File: config.mk
export PLATFORM = sky130hd
export DESIGN_NAME = cfg_wake_port
export DESIGN_NICKNAME = d
export VERILOG_FILES = /design/src/rtl/cfg_wake_pkg.sv /design/src/rtl/cfg_wake_sync.sv /design/src/rtl/cfg_wake_shifter.sv /design/src/rtl/cfg_wake_regs.sv /design/src/rtl/cfg_wake_port.sv
export SDC_FILE = /design/constraint.sdc
export NUM_CORES = 1
export LEC_CHECK = 0
export BUFFER_PORTS_ARGS = -buffer_cell sky130_fd_sc_hd__buf_4
export CORE_MARGIN = 2
export CORE_UTILIZATION = 45
export CTS_CLUSTER_DIAMETER = 100
export DETAILED_ROUTE_END_ITERATION = 12
export MAX_ROUTING_LAYER = met4
export PLACE_DENSITY = 0.66
export SKIP_CTS_REPAIR_TIMING = 1
export SYNTH_ARGS = -nofsm -noshare
export SYNTH_HDL_FRONTEND = slang
export SYNTH_SLANG_ARGS = --single-unit
File: constraint.sdc
create_clock -name clk -period 2.6 [get_ports clk]
set_clock_uncertainty 0.05 [all_clocks]
set_input_delay 0.39 -clock clk [delete_from_list [all_inputs] [get_ports clk]]
set_output_delay 0.39 -clock clk [all_outputs]
set_load 0.05 [all_outputs]
File: src/rtl/cfg_wake_pkg.sv
package cfg_wake_pkg;

    localparam int unsigned MODE_W = 3;

    typedef enum logic [MODE_W-1:0] {
        MODE_RSVD     = 3'd0,
        MODE_SHUTDOWN = 3'd1,
        MODE_IDLE     = 3'd2,
        MODE_STANDBY  = 3'd3,
        MODE_RX       = 3'd4,
        MODE_TX       = 3'd5,
        MODE_FDX      = 3'd6,
        MODE_LOOP     = 3'd7
    } mode_e;

    localparam int unsigned REG_MODE    = 1;
    localparam int unsigned REG_WAKESEL = 2;
    localparam int unsigned REG_OFFSET  = 3;
    localparam int unsigned REG_CMV     = 4;
    localparam int unsigned REG_AUX     = 5;

endpackage

File: src/rtl/cfg_wake_sync.sv
module cfg_wake_sync #(
    parameter int unsigned       W      = 3,
    parameter int unsigned       STAGES = 2,
    parameter logic [W-1:0]      RST    = '0
) (
    input  logic         clk,
    input  logic         rst_n,
    input  logic [W-1:0] d,
    output logic [W-1:0] q
);
    logic [W-1:0] stg_q [STAGES];

    for (genvar g = 0; g < STAGES; g++) begin : g_stage
        always_ff @(posedge clk or negedge rst_n) begin
            if (!rst_n) begin
                stg_q[g] <= RST;
            end else if (g == 0) begin
                stg_q[g] <= d;
            end else begin
                stg_q[g] <= stg_q[(g == 0) ? 0 : g-1];
            end
        end
    end

    assign q = stg_q[STAGES-1];
endmodule

File: src/rtl/cfg_wake_shifter.sv
module cfg_wake_shifter #(
    parameter int unsigned FRAME_BITS = 16
) (
    input  logic                  clk,
    input  logic                  rst_n,
    input  logic                  cs_n_s,
    input  logic                  sclk_s,
    input  logic                  din_s,
    input  logic                  asleep,
    output logic                  frame_done,
    output logic                  frame_ok,
    output logic [FRAME_BITS-1:0] frame_word
);
    localparam int unsigned CNT_MAX = FRAME_BITS + 1;
    localparam int unsigned CNT_W   = $clog2(FRAME_BITS + 2);

    typedef struct packed {
        logic                  cs_p;
        logic                  sclk_p;
        logic [FRAME_BITS-1:0] sh;
        logic [CNT_W-1:0]      cnt;
    } shf_t;

    shf_t st_d, st_q;
    logic cs_fall, cs_rise, sclk_rise;

    always_comb begin
        st_d      = st_q;
        cs_fall   = st_q.cs_p & ~cs_n_s;
        cs_rise   = ~st_q.cs_p & cs_n_s;
        sclk_rise = ~st_q.sclk_p & sclk_s;
        st_d.cs_p   = cs_n_s;
        st_d.sclk_p = sclk_s;
        if (cs_fall) begin
            st_d.sh  = '0;
            st_d.cnt = '0;
        end else if (!cs_n_s && sclk_rise && !asleep) begin
            st_d.sh = {st_q.sh[FRAME_BITS-2:0], din_s};
            if (st_q.cnt != CNT_W'(CNT_MAX)) begin
                st_d.cnt = st_q.cnt + 1'b1;
            end
        end
        frame_done = cs_rise;
        // only an exact 16-bit count qualifies; R7: nothing qualifies while asleep
        frame_ok   = cs_rise && !asleep && (st_q.cnt == CNT_W'(FRAME_BITS));
        frame_word = st_q.sh;
    end

    always_ff @(posedge clk or negedge rst_n) begin
        if (!rst_n) begin
            st_q <= '{cs_p: 1'b1, sclk_p: 1'b0, sh: '0, cnt: '0};
        end else begin
            st_q <= st_d;
        end
    end
endmodule

File: src/rtl/cfg_wake_regs.sv
module cfg_wake_regs
    import cfg_wake_pkg::*;
#(
    parameter int unsigned ADDR_W     = 4,
    parameter int unsigned DATA_W     = 12,
    parameter int unsigned OFFSET_RST = 'h800,
    parameter int unsigned CMV_RST    = 'h400,
    parameter int unsigned AUX_RST    = 'h000
) (
    input  logic                     clk,
    input  logic                     rst_n,
    input  logic                     frame_done,
    input  logic                     frame_ok,
    input  logic [ADDR_W+DATA_W-1:0] frame_word,
    output logic [MODE_W-1:0]        mode,
    output logic [MODE_W-1:0]        wake_sel,
    output logic [DATA_W-1:0]        offset,
    output logic [DATA_W-1:0]        cmv,
    output logic [DATA_W-1:0]        aux,
    output logic                     asleep,
    output logic                     stb,
    output logic [ADDR_W-1:0]        stb_addr
);
    typedef struct packed {
        mode_e             mode;
        mode_e             wsel;
        logic [DATA_W-1:0] offs;
        logic [DATA_W-1:0] cmv;
        logic [DATA_W-1:0] aux;
        logic              stb;
        logic [ADDR_W-1:0] stb_addr;
    } regs_t;

    regs_t rg_d, rg_q;
    logic [ADDR_W-1:0] w_addr;
    logic [DATA_W-1:0] w_data;
    mode_e             w_code;

    always_comb begin
        rg_d     = rg_q;
        rg_d.stb = 1'b0;
        w_addr   = frame_word[ADDR_W+DATA_W-1:DATA_W];
        w_data   = frame_word[DATA_W-1:0];
        w_code   = mode_e'(w_data[MODE_W-1:0]);
        if (frame_done && rg_q.mode == MODE_SHUTDOWN) begin
            // a select pulse while asleep wakes into the preselected mode only
            rg_d.mode     = rg_q.wsel;
            rg_d.stb      = 1'b1;
            rg_d.stb_addr = ADDR_W'(REG_MODE);
        end else if (frame_ok) begin
            if (w_addr == ADDR_W'(REG_MODE)) begin
                if (w_code != MODE_RSVD) begin
                    rg_d.mode     = w_code;
                    rg_d.stb      = 1'b1;
                    rg_d.stb_addr = w_addr;
                end
            end else if (w_addr == ADDR_W'(REG_WAKESEL)) begin
                if (w_code != MODE_RSVD && w_code != MODE_SHUTDOWN) begin
                    rg_d.wsel     = w_code;
                    rg_d.stb      = 1'b1;
                    rg_d.stb_addr = w_addr;
                end
            end else if (w_addr == ADDR_W'(REG_OFFSET)) begin
                rg_d.offs     = w_data;
                rg_d.stb      = 1'b1;
                rg_d.stb_addr = w_addr;
            end else if (w_addr == ADDR_W'(REG_CMV)) begin
                rg_d.cmv      = w_data;
                rg_d.stb      = 1'b1;
                rg_d.stb_addr = w_addr;
            end else if (w_addr == ADDR_W'(REG_AUX)) begin
                rg_d.aux      = w_data;
                rg_d.stb      = 1'b1;
                rg_d.stb_addr = w_addr;
            end
        end
    end

    always_ff @(posedge clk or negedge rst_n) begin
        if (!rst_n) begin
            rg_q <= '{mode: MODE_SHUTDOWN, wsel: MODE_IDLE,
                      offs: DATA_W'(OFFSET_RST), cmv: DATA_W'(CMV_RST),
                      aux: DATA_W'(AUX_RST), stb: 1'b0, stb_addr: '0};
        end else begin
            rg_q <= rg_d;
        end
    end

    assign mode     = rg_q.mode;
    assign wake_sel = rg_q.wsel;
    assign offset   = rg_q.offs;
    assign cmv      = rg_q.cmv;
    assign aux      = rg_q.aux;
    assign asleep   = (rg_q.mode == MODE_SHUTDOWN);
    assign stb      = rg_q.stb;
    assign stb_addr = rg_q.stb_addr;
endmodule

File: src/rtl/cfg_wake_port.sv
module cfg_wake_port
    import cfg_wake_pkg::*;
#(
    parameter int unsigned ADDR_W      = 4,
    parameter int unsigned DATA_W      = 12,
    parameter int unsigned SYNC_STAGES = 2,
    parameter int unsigned OFFSET_RST  = 'h800,
    parameter int unsigned CMV_RST     = 'h400,
    parameter int unsigned AUX_RST     = 'h000
) (
    input  logic              clk,
    input  logic              rst_n,
    input  logic              cs_n,
    input  logic              sclk,
    input  logic              din,
    output logic [2:0]        mode_o,
    output logic [2:0]        wake_sel_o,
    output logic [DATA_W-1:0] offset_o,
    output logic [DATA_W-1:0] cm_o,
    output logic [DATA_W-1:0] aux_o,
    output logic              asleep_o,
    output logic              wr_strobe_o,
    output logic [ADDR_W-1:0] wr_addr_o
);
    localparam int unsigned FRAME_BITS = ADDR_W + DATA_W;

    logic [2:0]            pins_s;
    logic                  f_done, f_ok, asleep;
    logic [FRAME_BITS-1:0] f_word;

    // bit 2 select (rests high), bit 1 serial clock, bit 0 data
    cfg_wake_sync #(.W(3), .STAGES(SYNC_STAGES), .RST(3'b100)) u_sync (
        .clk   (clk),
        .rst_n (rst_n),
        .d     ({cs_n, sclk, din}),
        .q     (pins_s)
    );

    cfg_wake_shifter #(.FRAME_BITS(FRAME_BITS)) u_shf (
        .clk        (clk),
        .rst_n      (rst_n),
        .cs_n_s     (pins_s[2]),
        .sclk_s     (pins_s[1]),
        .din_s      (pins_s[0]),
        .asleep     (asleep),
        .frame_done (f_done),
        .frame_ok   (f_ok),
        .frame_word (f_word)
    );

    cfg_wake_regs #(
        .ADDR_W(ADDR_W), .DATA_W(DATA_W),
        .OFFSET_RST(OFFSET_RST), .CMV_RST(CMV_RST), .AUX_RST(AUX_RST)
    ) u_regs (
        .clk        (clk),
        .rst_n      (rst_n),
        .frame_done (f_done),
        .frame_ok   (f_ok),
        .frame_word (f_word),
        .mode       (mode_o),
        .wake_sel   (wake_sel_o),
        .offset     (offset_o),
        .cmv        (cm_o),
        .aux        (aux_o),
        .asleep     (asleep),
        .stb        (wr_strobe_o),
        .stb_addr   (wr_addr_o)
    );

    assign asleep_o = asleep;
endmodule

==> flow_summary.yaml, run 1 <==
hold_path:
  min_to: "u_sync.stg_q[3]$_DFF_PN0_"
  min_from: "din"
  hold_depth: 1
  hold_path_class: "in2reg"
worst_setup_path:
  r2r_cells: 5
  rrSetupSlack_ns: 0.23
  worstSetupStartpointType: "register"
  r2r_end: "u_regs.aux[1]$_DFFE_PN0P_"
  slowest_delay_ns: 0.46
  critical_path.cell_chain: "or3b_1 -> inv_2 -> nor4b_4 -> nand3_2 -> mux2_4"
  path_max_fanout: 12
  r2r-start: "u_regs.mode[0]$_DFFE_PN1P_"
  slowest_stage: "nor4b_4"
  critical_path.top_delay_family: "simple AND/OR/NAND/NOR gates"
  cp-end-kind: "register"
  critPathBufInv: 1
  path_class: "reg2reg"
  crit_arrival_ns: 2.55
  worst-endpoint-required_ns: 2.78
cts:
  cts_sinks: 76
  cts_buffers: 9
  clock_latency_ns: 0.34
  cts.root.buffer_cell: "clkbuf_8"
  clk_pin_slew_ns: 0.08
  ctsHtreeMaxLevel: 3
  cts_buffer_depth: 2
  cts_tree: "yes"
placed_design:
  hpwl_mm: 4.01
  dp_cells: 388
  gp_congestion: 0.744
  dp_slack_ns: 0.231
  port_buffers: 52
  postPlaceCellArea_sq_um: 3630
power:
  power_density_nw_per_um2: 608
  power.leakage_nw: 1.91
  vdd_ir_drop_max_v: 0.000275
sta:
  rsz0062_at_grt: "no"
  setup_viol_count_final: 0
  fin_crit_sh: 0.911
  tightest_slew_ns: 1.07
  setup-tns-final_ns: 0
  layout_min_cycle_time_ns: 2.37
  max_freq_mhz: 422
  slew_violations: 0
  holdWs_ns: 0.102
  final_hold_viol_count: 0
  timing.final.ws_setup_ns: 0.232
  timing.slew.headroom: 0.283
routing:
  antenna_left: 0
  first_pass_iters: 4
  vias: 2078
  post_drt_wl_per_cell_microns: 15.3
  drt_iter0_drc: 102
  drc_errors: 0
  avgViaCountPerCell: 5.14
  drt-total-wl_mm: 6.18
synth:
  syn_area_sq_um: 3160
  ys_seq_area_frac: 0.604
  synthDistinctLibCells: 42
  async_flop_share: 1.00
  syn_area_per_cell_sq_um: 12.6
  synthCells: 251
  synth_edf_count: 0
  synth_ff_type: "dfrtp_1"
  synth.net_count: 259
  synth.ff_latch_count: 76
  yosysWarnings: 0
grt:
  grt_pass1_vias: 2077
  grt_usage: 0.181
  antenna_found_initial: 0
  grt_pass1_wl_mm: 10.3
  grt_max_degree: 77
  overflow: 0
cells_and_area:
  syn_to_final_growth_pct: 22.3
  num_antenna_cells: 0
  stdcell_area_sq_um: 3870
  final_cells: 404
  nets: 311
  drive_gt1_frac: 0.396
floorplan:
  start_util: 0.465
  dieArea_sq_um: 7710
  die_y_microns: 87.8
  chipWidth_microns: 87.8
  top_level_ports: 53
  coreArea_sq_um: 6790
  num_rows: 30
status:
  outcome: "completed"
job:
  cap_viol_max_count: 0
-- cells in the final DEF, fill, tap and decap left out, drive strengths merged, types with 3 or more instances in the layout --
master and instances:
and2 3, mux2 37, inv 6, nand2 36, clkinvlp 3, bufinv 3, buf 55, ha 3
a21oi 16, clkbuf 10, nand4 4, and3 4, a221o 3, or3b 3, nor3 5, dfstp 7
nor2 11, dfrtp 69, o21ai 4
-- cell usage after synthesis, drive strengths merged, types with 5 or more instances --
| cell type | number | share of area |
|---|---|---|
| nor3 | 5 | 0.0079 |
| mux2 | 37 | 0.14 |
| dfrtp | 69 | 0.55 |
| nor2 | 11 | 0.013 |
| dfstp | 7 | 0.058 |
| nand2 | 36 | 0.043 |
| clkbuf | 7 | 0.0083 |
| a21oi | 16 | 0.025 |
| buf | 7 | 0.013 |
| inv | 6 | 0.0071 |
-- registers in the layout (all words and copies together), names as in the netlist --
signal            cells
u_regs.aux           12
u_shf.st_q            7
u_regs.offset        12
u_regs.mode           3
u_regs.wake_sel       3
u_regs.stb_addr       4
u_regs.stb            1
u_sync.stg_q          3
u_regs.cmv           12
u_sync.q              3
u_shf.frame_word     16
-- power breakdown --
part	switching (mW)	internal, mW
Sequential	0.0149	1.20
Clock	0.436	0.638
Combinational	0.0488	0.0195
-- metal layers --
metal / GRT usage / wire length, microns / vias to the layer above
met5: - / 0 / -
met4: 0.0965 / 157 / 0
met3: 0.0292 / 175 / 13
met2: 0.263 / 2890 / 40
met1: 0.245 / 2960 / 1047
li1: - / - / 978
-- metrics by stage --
step	power [mW]	utilization
finish	2.35	0.569
global route	2.45	0.569
CTS	2.38	0.569
detailed placement	1.30	0.534
global placement	1.30	0.534
floorplan	1.26	-
-- final cells by class --
type,instances,area (sq um)
Fill cell,588,2930
Sequential cell,76,1910
Multi-Input combinational cell,155,1160
Timing Repair Buffer,55,413
Clock buffer,10,128
Tap cell,96,120
Clock inverter,6,113
Inverter,6,22.5
-- worst max path at each step --
stage                               startpoint                    endpoint  slack, ns  depth (start not counted)
finish              u_regs.mode[0]$_DFFE_PN1P_   u_regs.aux[1]$_DFFE_PN0P_       0.23                          5
global route         u_shf.st_q[0]$_DFFE_PN0P_   u_regs.aux[1]$_DFFE_PN0P_       0.11                          6
CTS                 u_regs.mode[0]$_DFFE_PN1P_   u_regs.aux[1]$_DFFE_PN0P_       0.21                          5
detailed placement  u_regs.mode[0]$_DFFE_PN1P_   u_regs.aux[1]$_DFFE_PN0P_       0.23                          5
global placement    u_regs.mode[0]$_DFFE_PN1P_   u_regs.aux[4]$_DFFE_PN0P_       0.33                          5
floorplan           u_regs.mode[0]$_DFFE_PN1P_  u_regs.aux[10]$_DFFE_PN0P_       0.28                          7
-- cell families after synthesis --
family	after synthesis	share of synthesized area
flip-flops	76	0.604
buffers and inverters	20	0.0285
AND/OR/NAND/NOR	81	0.140
XOR/XNOR	4	0.0111
adder cells (fa/ha/maj)	3	0.0119
multiplexers	38	0.147
AO/OA/AOI/OAI	29	0.0574
No activity file was read; power rests on OpenSTA's default activity.
==> run 2, diff against run 1 <==
Settings changed: CTS_BUF_LIST set to sky130_fd_sc_hd__clkbuf_4.
==> flow_summary.yaml, run 2 (synthesized netlist as in run 1, its figures left out) <==
status:
  outcome: "completed"
grt:
  grt_max_degree: 77
  overflow: 0
  antenna_found_initial: 0
  grt_usage: 0.182
  grt_pass1_wl_mm: 10.3
  grt_pass1_vias: 2070
routing:
  antenna_left: 0
  drt_iter0_drc: 132
  drt-total-wl_mm: 6.15
  post_drt_wl_per_cell_microns: 15.2
  first_pass_iters: 4
  avgViaCountPerCell: 5.17
  vias: 2088
  drc_errors: 0
cells_and_area:
  num_antenna_cells: 0
  seq_area_sq_um: 1910
  largest_reg_flops: 16
  multi_input_area_sq_um: 1160
  layout_common_cells: "69 x dfrtp_1, 55 x buf_4, 36 x nand2_1"
  drive_gt1_frac: 0.399
  nets: 311
  syn_to_final_growth_pct: 20.7
  mostFrequentLayoutCell: "dfrtp_1"
  fill_cells: 591
power:
  vdd_ir_drop_max_v: 0.000279
  finalPower_mw: 2.20
  power_frac_clock: 0.418
  power_frac_comb: 0.031
  power_switching_mw: 0.485
  switching_share: 0.221
  seq_power_share: 0.551
  power.internal_mw: 1.71
  power_density_nw_per_um2: 576
  power.leakage_nw: 1.89
worst_setup_path:
  crit_arrival_ns: 2.62
  critical_path.cell_chain: "or3b_1 -> inv_2 -> nor4b_4 -> nand3_2 -> mux2_4"
  path_class: "reg2reg"
  slowest_stage: "nor4b_4"
  critical_path.top_delay_family: "simple AND/OR/NAND/NOR gates"
  critPathBufInv: 1
  worst-endpoint-required_ns: 2.85
  slowest_delay_ns: 0.45
  r2r_end: "u_regs.aux[3]$_DFFE_PN0P_"
  rrSetupSlack_ns: 0.24
  r2r-start: "u_regs.mode[0]$_DFFE_PN1P_"
  cp-end-kind: "register"
  worstSetupStartpointType: "register"
  r2r_cells: 5
  path_max_fanout: 12
sta:
  max_freq_mhz: 423
  setup-tns-final_ns: 0
  rsz0062_at_grt: "no"
  final_hold_viol_count: 0
  timing.slew.headroom: 0.296
  tightest_slew_ns: 1.05
  fin_crit_sh: 0.909
  slew_violations: 0
  layout_min_cycle_time_ns: 2.36
  setup_viol_count_final: 0
placed_design:
  gp_congestion: 0.744
  hpwl_mm: 4.01
  port_buffers: 52
cts:
  clock_latency_ns: 0.42
  cts_buffers: 9
  clk_pin_slew_ns: 0.12
  cts_buffer_depth: 2
  ctsHtreeMaxLevel: 3
  cts_tree: "yes"
  cts_sinks: 76
  cts.root.buffer_cell: "clkbuf_4"
hold_path:
  hold_path_class: "in2reg"
  min_from: "cs_n"
  hold_depth: 1
  min_to: "u_sync.stg_q[5]$_DFF_PN1_"
floorplan:
  start_util: 0.465
  die_y_microns: 87.8
  top_level_ports: 53
  dieArea_sq_um: 7710
  chipWidth_microns: 87.8
  coreArea_sq_um: 6790
  num_rows: 30
job:
  cap_viol_max_count: 0
==> run 2: cell counts in the layout (fill, tap and decap cells not counted) <==
No cell type changed its count.
==> run 2: worst max path at each step <==
stage / end / from / slack (ns) / cells after the start
global placement: u_regs.aux[4]$_DFFE_PN0P_ / u_regs.mode[0]$_DFFE_PN1P_ / 0.33 / 5
CTS: u_regs.aux[1]$_DFFE_PN0P_ / u_regs.mode[0]$_DFFE_PN1P_ / 0.20 / 5
finish: u_regs.aux[3]$_DFFE_PN0P_ / u_regs.mode[0]$_DFFE_PN1P_ / 0.24 / 5
global route: u_regs.aux[3]$_DFFE_PN0P_ / u_regs.mode[0]$_DFFE_PN1P_ / 0.09 / 5
detailed placement: u_regs.aux[1]$_DFFE_PN0P_ / u_regs.mode[0]$_DFFE_PN1P_ / 0.23 / 5
floorplan: u_regs.aux[10]$_DFFE_PN0P_ / u_regs.mode[0]$_DFFE_PN1P_ / 0.28 / 7
==> run 2: power by group through the flow <==
| stage | logic (mW) | registers [mW] | clock network, mW |
|---|---|---|---|
| finish | 0.0678 | 1.21 | 0.919 |
| global route | 0.0796 | 1.22 | 1.00 |
| CTS | 0.0711 | 1.21 | 0.939 |
| detailed placement | 0.0707 | 1.23 | 0 |
| global placement | 0.0701 | 1.23 | 0 |
| floorplan | 0.0376 | 1.23 | 0 |
==> run 2: final cells by class <==
| class | count | share of cell area |
|---|---|---|
| Tap cell | 96 | 0.0315 |
| Clock buffer | 10 | 0.0197 |
| Sequential cell | 76 | 0.501 |
| Inverter | 6 | 0.00590 |
| Clock inverter | 6 | 0.0295 |
| Timing Repair Buffer | 55 | 0.108 |
| Multi-Input combinational cell | 155 | 0.304 |
==> run 2: worst reg2reg max path, delay by kind of cell, from the launching register on <==
family                 cells  cell delay [ns]
flip-flops                 1             0.40
buffers and inverters      1             0.16
multiplexers               1             0.44
AND/OR/NAND/NOR            3             1.22
==> run 2: per-layer routing <==
layer / wire [microns] / vias to the layer above / track usage
li1: - / 979 / -
met1: 2890 / 1054 / 0.248
met2: 2900 / 45 / 0.263
met3: 202 / 10 / 0.0320
met4: 153 / 0 / 0.0881
met5: 0 / - / -
==> run 2: through the flow <==
step / instances / hold slack, ns / util / area (sq um) / setup WS, ns
CTS: 404 / 0.00974 / 0.562 / 3810 / 0.198
global placement: 388 / 0.283 / 0.534 / 3630 / 0.334
floorplan: 251 / 0.0444 / - / 3160 / 0.276
global route: 404 / 0.00297 / 0.562 / 3810 / 0.0917
finish: 404 / 0.0308 / 0.562 / 3810 / 0.236
detailed placement: 388 / 0.286 / 0.534 / 3630 / 0.231
==> run 3, diff against run 2 <==
Settings changed: CORE_UTILIZATION 45 to 25, PLACE_DENSITY 0.66 to not set.
==> flow_summary.yaml, run 3 (synthesized netlist as in run 1, its figures left out) <==
worst_setup_path:
  worstSetupStartpointType: "register"
  critical_path.top_delay_family: "simple AND/OR/NAND/NOR gates"
  critical_path.cell_chain: "inv_1 -> ha_1 -> nand3b_1 -> nor4b_4 -> nand3_2 -> mux2_4"
  path_class: "reg2reg"
  worst-endpoint-required_ns: 2.89
  slowest_delay_ns: 0.46
  critPathBufInv: 1
  path_max_fanout: 12
  crit_arrival_ns: 2.67
  cp-end-kind: "register"
  slowest_stage: "dfrtp_1"
routing:
  first_pass_iters: 4
  post_drt_wl_per_cell_microns: 14.1
  drt-total-wl_mm: 6.79
  antenna_left: 0
  avgViaCountPerCell: 4.33
  drt_iter0_drc: 90
  vias: 2090
  drc_errors: 0
job:
  cap_viol_max_count: 0
cells_and_area:
  num_antenna_cells: 0
  nets: 314
  stdcell_area_sq_um: 3890
  syn_to_final_growth_pct: 23.0
  layout_common_cells: "69 x dfrtp_1, 55 x buf_4, 36 x nand2_1"
  mostFrequentLayoutCell: "dfrtp_1"
  drive_gt1_frac: 0.395
  largest_reg_flops: 16
placed_design:
  port_buffers: 52
  hpwl_mm: 4.54
  gp_congestion: 0.770
  postPlaceCellArea_sq_um: 3730
  dp_slack_ns: 0.198
floorplan:
  die_y_microns: 116
  top_level_ports: 53
  chipWidth_microns: 116
  start_util: 0.254
  dieArea_sq_um: 13600
  coreArea_sq_um: 12500
  num_rows: 41
sta:
  max_freq_mhz: 421
  layout_min_cycle_time_ns: 2.38
  timing.final.ws_setup_ns: 0.223
  setup-tns-final_ns: 0
  slew_violations: 0
  setup_viol_count_final: 0
  tightest_slew_ns: 1.03
  rsz0062_at_grt: "no"
  final_hold_viol_count: 0
  fin_crit_sh: 0.914
  timing.slew.headroom: 0.311
power:
  power_density_nw_per_um2: 506
  power_frac_clock: 0.346
  switching_share: 0.273
  vdd_ir_drop_max_v: 0.000176
  power.internal_mw: 1.43
  power_frac_comb: 0.037
  power_switching_mw: 0.537
  power.leakage_nw: 1.89
  seq_power_share: 0.617
grt:
  grt_usage: 0.112
  antenna_found_initial: 0
  grt_pass1_vias: 2137
  grt_pass1_wl_mm: 11.2
  overflow: 0
  grt_max_degree: 77
cts:
  cts_sinks: 76
  clock_latency_ns: 0.45
  ctsHtreeMaxLevel: 3
  cts_tree: "yes"
  clk_pin_slew_ns: 0.14
  cts_buffer_depth: 2
  cts.root.buffer_cell: "clkbuf_4"
  cts_buffers: 9
status:
  outcome: "completed"
hold_path:
  hold_path_class: "in2async"
run 3: cell count changes in the layout (fill, tap and decap cells not counted), sizes merged:
cell,before,now
clkinv,0,5
inv,6,8
dlygate4sd3,0,3
clkbuf,10,9
clkinvlp,3,0
bufinv,3,0
run 3: layer usage:
layer	up-vias	routed length (microns)	track usage	share of wire
met5	-	0	-	0
met4	0	100	0.0413	0.015
met3	11	379	0.0394	0.056
met2	45	3030	0.157	0.45
met1	1045	3290	0.150	0.48
li1	989	-	-	-
run 3: power by group through the flow:
stage          clock (mW)  combinational, mW  sequential, mW
2_1_floorplan           0             0.0376            1.23
3_3_place_gp            0             0.0704            1.23
3_5_place_dp            0             0.0733            1.23
4_1_cts             0.709             0.0732            1.21
5_1_grt             0.769             0.0852            1.22
6_report            0.681             0.0731            1.21
run 3: worst paths after layout:
kind	depth (start not counted)	end	slack (ns)	from
setup reg to reg	6	u_regs.aux[9]$_DFFE_PN0P_	0.22	u_shf.st_q[0]$_DFFE_PN0P_
hold / removal	1	u_shf.st_q[1]$_DFFE_PN0P_	0.04	rst_n
max in group asynchronous	1	u_regs.mode[2]$_DFFE_PN0P_	1.83	rst_n
hold reg to reg	0	u_sync.q[0]$_DFF_PN0_	0.32	u_sync.stg_q[3]$_DFF_PN0_
min in group clk	0	u_sync.q[0]$_DFF_PN0_	0.32	u_sync.stg_q[3]$_DFF_PN0_
setup / recovery	6	u_regs.aux[9]$_DFFE_PN0P_	0.22	u_shf.st_q[0]$_DFFE_PN0P_
run 3: area by class of cell:
cell class	instances	area [sq um]
Sequential cell	76	1910
Timing Repair Buffer	58	443
Inverter	6	22.5
Clock buffer	9	67.6
Multi-Input combinational cell	155	1170
Tap cell	172	215
Clock inverter	7	60.1
Fill cell	1268	8580
run 3: metrics by stage:
stage / hold WS, ns / util / cells / power, mW
after detailed placement: 0.291 / 0.299 / 464 / 1.31
after global routing: 0.0825 / 0.312 / 483 / 2.07
after global placement: 0.292 / 0.299 / 464 / 1.30
after floorplan: 0.0444 / - / 251 / 1.26
final: 0.0364 / 0.312 / 483 / 1.97
after CTS: -0.0400 / 0.310 / 480 / 2.00
